`src/rtl/gfpn_pkg.sv`:
```
package gfpn_pkg;

  // Widest field the helper functions support.
  localparam int GF_WMAX = 12;

  typedef logic [GF_WMAX-1:0] gf_word_t;

  // Multiply by alpha: shift left by one, reduce by the low part of the polynomial.
  function automatic gf_word_t gf_xtime(gf_word_t a, int w, gf_word_t poly_low);
    gf_word_t mask;
    gf_word_t res;
    logic     carry;
    mask  = gf_word_t'((1 << w) - 1);
    carry = a[w-1];
    res   = (a << 1) & mask;
    if (carry) res = res ^ poly_low;
    return res;
  endfunction

  // General shift-and-add product, used only at elaboration time.
  function automatic gf_word_t gf_mul(gf_word_t a, gf_word_t b, int w, gf_word_t poly_low);
    gf_word_t acc;
    gf_word_t run;
    acc = '0;
    run = a;
    for (int k = 0; k < GF_WMAX; k++) begin
      if (k < w && b[k]) acc = acc ^ run;
      run = gf_xtime(run, w, poly_low);
    end
    return acc;
  endfunction

  // alpha raised to a non-negative exponent.
  function automatic gf_word_t gf_alpha_pow(int e, int w, gf_word_t poly_low);
    gf_word_t r;
    r = gf_word_t'(1);
    for (int k = 0; k < e; k++) r = gf_xtime(r, w, poly_low);
    return r;
  endfunction

  // Multiplicative order of alpha, capped at 2^w.
  function automatic int gf_alpha_order(int w, gf_word_t poly_low);
    gf_word_t r;
    int       n;
    r = gf_xtime(gf_word_t'(1), w, poly_low);
    n = 1;
    while (r != gf_word_t'(1) && n < (1 << w)) begin
      r = gf_xtime(r, w, poly_low);
      n = n + 1;
    end
    return n;
  endfunction

  // Exponent of the inverse label, reduced into [0, 2^w-2].
  function automatic int gf_inv_exp(int e, int w);
    int q1;
    q1 = (1 << w) - 1;
    return (q1 - (e % q1)) % q1;
  endfunction

endpackage

```
`src/rtl/gfpn_const_mul.sv`:
```
module gfpn_const_mul #(
  parameter int                SYM_W    = 4,
  parameter gfpn_pkg::gf_word_t POLY_LOW = 'h3,
  parameter int                MUL_EXP  = 1,
  parameter int                MUL_IMPL = 0
) (
  input  logic [SYM_W-1:0] sym_in,
  output logic [SYM_W-1:0] sym_out
);
  import gfpn_pkg::*;

  localparam int       NUM_SYM = 1 << SYM_W;
  localparam gf_word_t H_VAL   = gf_alpha_pow(MUL_EXP, SYM_W, POLY_LOW);

  // Events brought out for the assertions below.
  logic sym_is_zero;
  logic prod_is_zero;

  generate
    if (MUL_IMPL == 0) begin : g_table
      logic [SYM_W-1:0] prod_lut [NUM_SYM];
      for (genvar g = 0; g < NUM_SYM; g++) begin : g_entry
        localparam gf_word_t ENTRY = gf_mul(gf_word_t'(g), H_VAL, SYM_W, POLY_LOW);
        assign prod_lut[g] = ENTRY[SYM_W-1:0];
      end
      assign sym_out = prod_lut[sym_in];
    end else begin : g_matrix
      logic [SYM_W-1:0] col_term [SYM_W];
      for (genvar k = 0; k < SYM_W; k++) begin : g_col
        localparam gf_word_t COL = gf_mul(gf_word_t'(1) << k, H_VAL, SYM_W, POLY_LOW);
        assign col_term[k] = sym_in[k] ? COL[SYM_W-1:0] : '0;
      end
      always_comb begin
        sym_out = '0;
        for (int k = 0; k < SYM_W; k++) sym_out = sym_out ^ col_term[k];
      end
    end
  endgenerate

  assign sym_is_zero  = (sym_in == '0);
  assign prod_is_zero = (sym_out == '0);

  always_comb begin
    if (sym_is_zero) begin
      AST_ZERO_STAYS_ZERO: assert (prod_is_zero);
    end else begin
      AST_NONZERO_STAYS_NONZERO: assert (!prod_is_zero);
    end
  end

endmodule

```
`src/rtl/gfpn_out_stage.sv`:
```
module gfpn_out_stage #(
  parameter int SYM_W   = 4,
  parameter int OUT_REG = 1
) (
  input  logic             clk,
  input  logic             rst_n,
  input  logic [SYM_W-1:0] d_in,
  output logic [SYM_W-1:0] q_out
);

  generate
    if (OUT_REG != 0) begin : g_reg
      logic [SYM_W-1:0] q_r;
      always_ff @(posedge clk or negedge rst_n) begin
        if (!rst_n) q_r <= '0;
        else        q_r <= d_in;
      end
      assign q_out = q_r;

      AST_ONE_CYCLE_DELAY: assert property (@(posedge clk) disable iff (!rst_n)
        $past(rst_n) |-> (q_r == $past(d_in)));

      always @(posedge clk) begin
        if (!rst_n) begin
          AST_RESET_ZERO: assert (q_r == '0);
        end
      end
    end else begin : g_wire
      assign q_out = d_in;
    end
  endgenerate

endmodule

```
`src/rtl/gf_perm_node.sv`:
```
module gf_perm_node #(
  parameter int SYM_W    = 4,
  parameter int POLY     = 'h13,
  parameter int EDGE_EXP = 7,
  parameter int OUT_REG  = 1,
  parameter int MUL_IMPL = 0
) (
  input  logic             clk,
  input  logic             rst_n,
  input  logic [SYM_W-1:0] var_sym_i,
  input  logic [SYM_W-1:0] chk_sym_i,
  output logic [SYM_W-1:0] chk_sym_o,
  output logic [SYM_W-1:0] var_sym_o
);
  import gfpn_pkg::*;

  localparam int       GROUP_ORD = (1 << SYM_W) - 1;
  localparam gf_word_t POLY_LOW  = gf_word_t'(POLY) & gf_word_t'(GROUP_ORD);
  localparam int       EXP_FWD   = EDGE_EXP % GROUP_ORD;
  localparam int       EXP_BWD   = gf_inv_exp(EDGE_EXP, SYM_W);
  localparam gf_word_t H_FWD     = gf_alpha_pow(EXP_FWD, SYM_W, POLY_LOW);
  localparam gf_word_t H_BWD     = gf_alpha_pow(EXP_BWD, SYM_W, POLY_LOW);
  localparam int       ALPHA_ORD = gf_alpha_order(SYM_W, POLY_LOW);

  // Parameter screening at elaboration.
  generate
    if (SYM_W < 2 || SYM_W > GF_WMAX) begin : g_bad_width
      $error("gf_perm_node: SYM_W out of range");
    end
    if (((POLY >> SYM_W) != 1)) begin : g_bad_degree
      $error("gf_perm_node: POLY degree must equal SYM_W");
    end
    if (ALPHA_ORD != GROUP_ORD) begin : g_not_primitive
      $error("gf_perm_node: POLY is not primitive");
    end
    if (EDGE_EXP < 0 || H_FWD == '0) begin : g_zero_label
      $error("gf_perm_node: edge label must be a nonzero field element");
    end
  endgenerate

  // Products before the optional output stage, named for the assertions.
  logic [SYM_W-1:0] fwd_prod;
  logic [SYM_W-1:0] bwd_prod;

  gfpn_const_mul #(
    .SYM_W(SYM_W), .POLY_LOW(POLY_LOW), .MUL_EXP(EXP_FWD), .MUL_IMPL(MUL_IMPL)
  ) u_fwd_mul (
    .sym_in(var_sym_i), .sym_out(fwd_prod)
  );

  gfpn_const_mul #(
    .SYM_W(SYM_W), .POLY_LOW(POLY_LOW), .MUL_EXP(EXP_BWD), .MUL_IMPL(MUL_IMPL)
  ) u_bwd_mul (
    .sym_in(chk_sym_i), .sym_out(bwd_prod)
  );

  gfpn_out_stage #(.SYM_W(SYM_W), .OUT_REG(OUT_REG)) u_fwd_stage (
    .clk(clk), .rst_n(rst_n), .d_in(fwd_prod), .q_out(chk_sym_o)
  );

  gfpn_out_stage #(.SYM_W(SYM_W), .OUT_REG(OUT_REG)) u_bwd_stage (
    .clk(clk), .rst_n(rst_n), .d_in(bwd_prod), .q_out(var_sym_o)
  );

  // The two multipliers are built independently; h^-1 must undo h.
  logic [SYM_W-1:0] fwd_undone;
  gf_word_t         fwd_undone_w;
  assign fwd_undone_w = gf_mul(gf_word_t'(fwd_prod), H_BWD, SYM_W, POLY_LOW);
  assign fwd_undone   = fwd_undone_w[SYM_W-1:0];

  AST_ROUND_TRIP: assert property (@(posedge clk) disable iff (!rst_n)
    fwd_undone == var_sym_i);

endmodule

```
`config.mk`:
```
export PLATFORM = sky130hd
export DESIGN_NAME = gf_perm_node
export DESIGN_NICKNAME = d
export VERILOG_FILES = /design/src/rtl/gfpn_pkg.sv /design/src/rtl/gfpn_const_mul.sv /design/src/rtl/gfpn_out_stage.sv /design/src/rtl/gf_perm_node.sv
export SDC_FILE = /design/constraint.sdc
export NUM_CORES = 1
export LEC_CHECK = 0
export ABC_CLOCK_PERIOD_IN_PS = 900
export CAP_MARGIN = 0
export CORE_AREA = 2 2 39 41
export CTS_CLUSTER_DIAMETER = 200
export DETAILED_ROUTE_END_ITERATION = 7
export DIE_AREA = 0 0 41 43
export MAX_ROUTING_LAYER = met4
export SLEW_MARGIN = 25
export SYNTH_ARGS = -nofsm -noshare
export SYNTH_HDL_FRONTEND = slang
export SYNTH_SLANG_ARGS = --single-unit
```
`constraint.sdc`:
```
create_clock -name clk -period 0.9 [get_ports clk]
set_input_delay 0.09 -clock clk [delete_from_list [all_inputs] [get_ports clk]]
set_output_delay 0.09 -clock clk [all_outputs]
set_load 0.005 [all_outputs]
```
==> results_dict.tcl <==
set metrics [dict create \
    status "complete, no violations" \
    setup_violations 0 \
    min_period_over_period 0.951 \
    area_growth_pct 60.1 \
    port-buffer-count 17 \
    synth-adder-area-share 0.169 \
    muxShareOfSynthArea 0.0270 \
    die_h_um 43 \
    mostFrequentLayoutCells "dfrtp_1, clkbuf_2, buf_4, ha_1" \
    ios 18 \
    via_count 276 \
    endpoint_kind "flop" \
    drive_above_1_share 0.411 \
    cts_buffers 3 \
    multiInputGateArea_um2 159 \
    critical_path_arrival_ns 1.02 \
    final_cell_area_um2 593 \
    drt-initial-drc-count 0 \
    die_x_um 41 \
    vdd.ir_drop.worst_uv 453 \
    place_hpwl_um 549 \
    ys_seq_elements 8 \
    grt_max_degree 9 \
    crit_fanout 2 \
    drc_errors 0 \
    yosysSeqAreaShare 0.541 \
    cp-start-kind "input pin" \
    grt_setup_unrepaired "no" \
    dr.pass1.iters 1 \
    powerDensity_nw_per_um2 1450 \
    syn-cell-area_um2 370 \
    yosys.area.top_type_share 0.541 \
    synth-simple-area-share 0.0372 \
    tightest_slew_ns 0.330 \
    dieArea_um2 1760 \
    syn-instance-count 29 \
    num_rows 14 \
    power.total_uw 862 \
    fillers 147 \
    yosysUniqueCellTypes 9 \
    htreeDepth 1 \
    n_antenna_cell 0 \
    seqCellArea_um2 200 \
    slew_violations 0 \
    synth_top_family_by_area "adder cells" \
    clock.fmax_mhz 1170 \
    core_um2 1380 \
    cts.reportedPaths.clkPinSlew_ns 0.05 \
    start_util 0.268 \
    layout_commonest_cell "dfrtp_1" \
    ant_nets 0 \
    place_area_um2 613 \
    grt_pass1_wl_mm 1.07 \
    finalCriticalPeriod_ns 0.856 \
    routabilityCongestion 0.579 \
    via_per_inst 3.83 \
    hold_viol 0 \
    fin_nets 73 \
    min_path_type "in2async" \
    required_ns 1.06 \
    post_cts_buffers 0 \
    cts-root-buf "clkbuf_4" \
    grtUsageTotal 0.0971 \
    synth_fp_nets 44 \
    gr-total-overflow 0 \
    yosys_warnings 0 \
    maxCapViolations 0 \
    max_slew_margin 0.779 \
    wl_per_cell_um 9.56 \
    wl_um 688 \
    avgSynthCellArea_um2 12.8 \
    cts_tree "done" \
    clkSinkCount 8 \
    grt_antenna_before_repair 0 \
    synth-compound-area-share 0.0135 \
    synthTopCellsByArea "dfrtp_1, ha_1, xor2_1, inv_1, xor2_2" \
    synth_top_area_cell "dfrtp_1" \
    grt_pass1_vias 288 \
    worst-setup-path-type "in2reg" \
    cts_buffer_depth 2 \
    p_leak_nw 0.323 \
    synth-xor-area-share 0.162 \
]
critical path, stage by stage:
cell and delay, ns:
clkdlybuf4s50_1 0.51, xor2_1 0.19, mux2i_1 0.22
layer usage:
metal	up-vias	track usage	wire, µm
met5	-	-	0
li1	139	-	-
met1	119	0.0875	254
met4	0	0.0400	0
met3	0	0.0471	88
met2	18	0.163	346
where the power goes:
group	switching [mW]	internal, mW
Clock	0.105	0.151
Sequential	0.0110	0.404
Combinational	0.0829	0.108
layout make-up:
| type | instances | share of cell area |
|---|---|---|
| sequential | 8 | 0.338 |
| timing repair buffer | 24 | 0.291 |
| multi-input combinational | 16 | 0.268 |
| clock buffer | 3 | 0.0380 |
| tap | 16 | 0.0338 |
| inverter | 5 | 0.0316 |
cells in the mapped netlist (all sizes together):
| library cell | n |
|---|---|
| a21oi | 1 |
| dfrtp | 8 |
| ha | 5 |
| inv | 5 |
| mux2i | 1 |
| nor2 | 2 |
| or2 | 1 |
| xor2 | 6 |
repair_timing:
| action | 4_1_cts | 5_1_grt |
|---|---|---|
| setup endpoints to repair | 14 | 7 |
| hold buffers | 0 | 0 |
| gates resized for setup | 27 | 8 |
| pin swaps | 1 | 0 |
worst paths after layout:
path,startpoint,cells after the start,endpoint
min in group clk,chk_sym_i[2],3,u_bwd_stage.q_out[1]
min,rst_n,1,u_fwd_stage.q_out[1]
max,var_sym_i[3],3,u_fwd_stage.q_out[1]
max in group asynchronous,rst_n,1,u_bwd_stage.q_out[3]
per-stage QoR:
stage	hold slack, ns	std cells	setup slack (ns)	setup TNS (ns)	utilization
after floorplan	-0.206	29	0.0710	0	-
after global placement	0.386	69	-0.394	-2.22	0.443
after detailed placement	0.378	69	-0.417	-2.33	0.443
after CTS	0.118	72	-0.00728	-0.00728	0.453
after global routing	0.138	72	0.0193	0	0.429
final	0.112	72	0.0438	0	0.429
state kept, by name (all words and copies together) (netlist names):
name / cells
u_bwd_stage.q_out: 4
u_fwd_stage.q_out: 4
kinds of logic (layout without fill, tap and decap cells):
logic type	Yosys count	after routing
compound gates	1	1
xor+xnor	6	6
fa+ha+maj	5	5
buf+inv	5	32
flops	8	8
mux	1	1
simple gates	3	3
No activity file was read; power rests on OpenSTA's default activity.
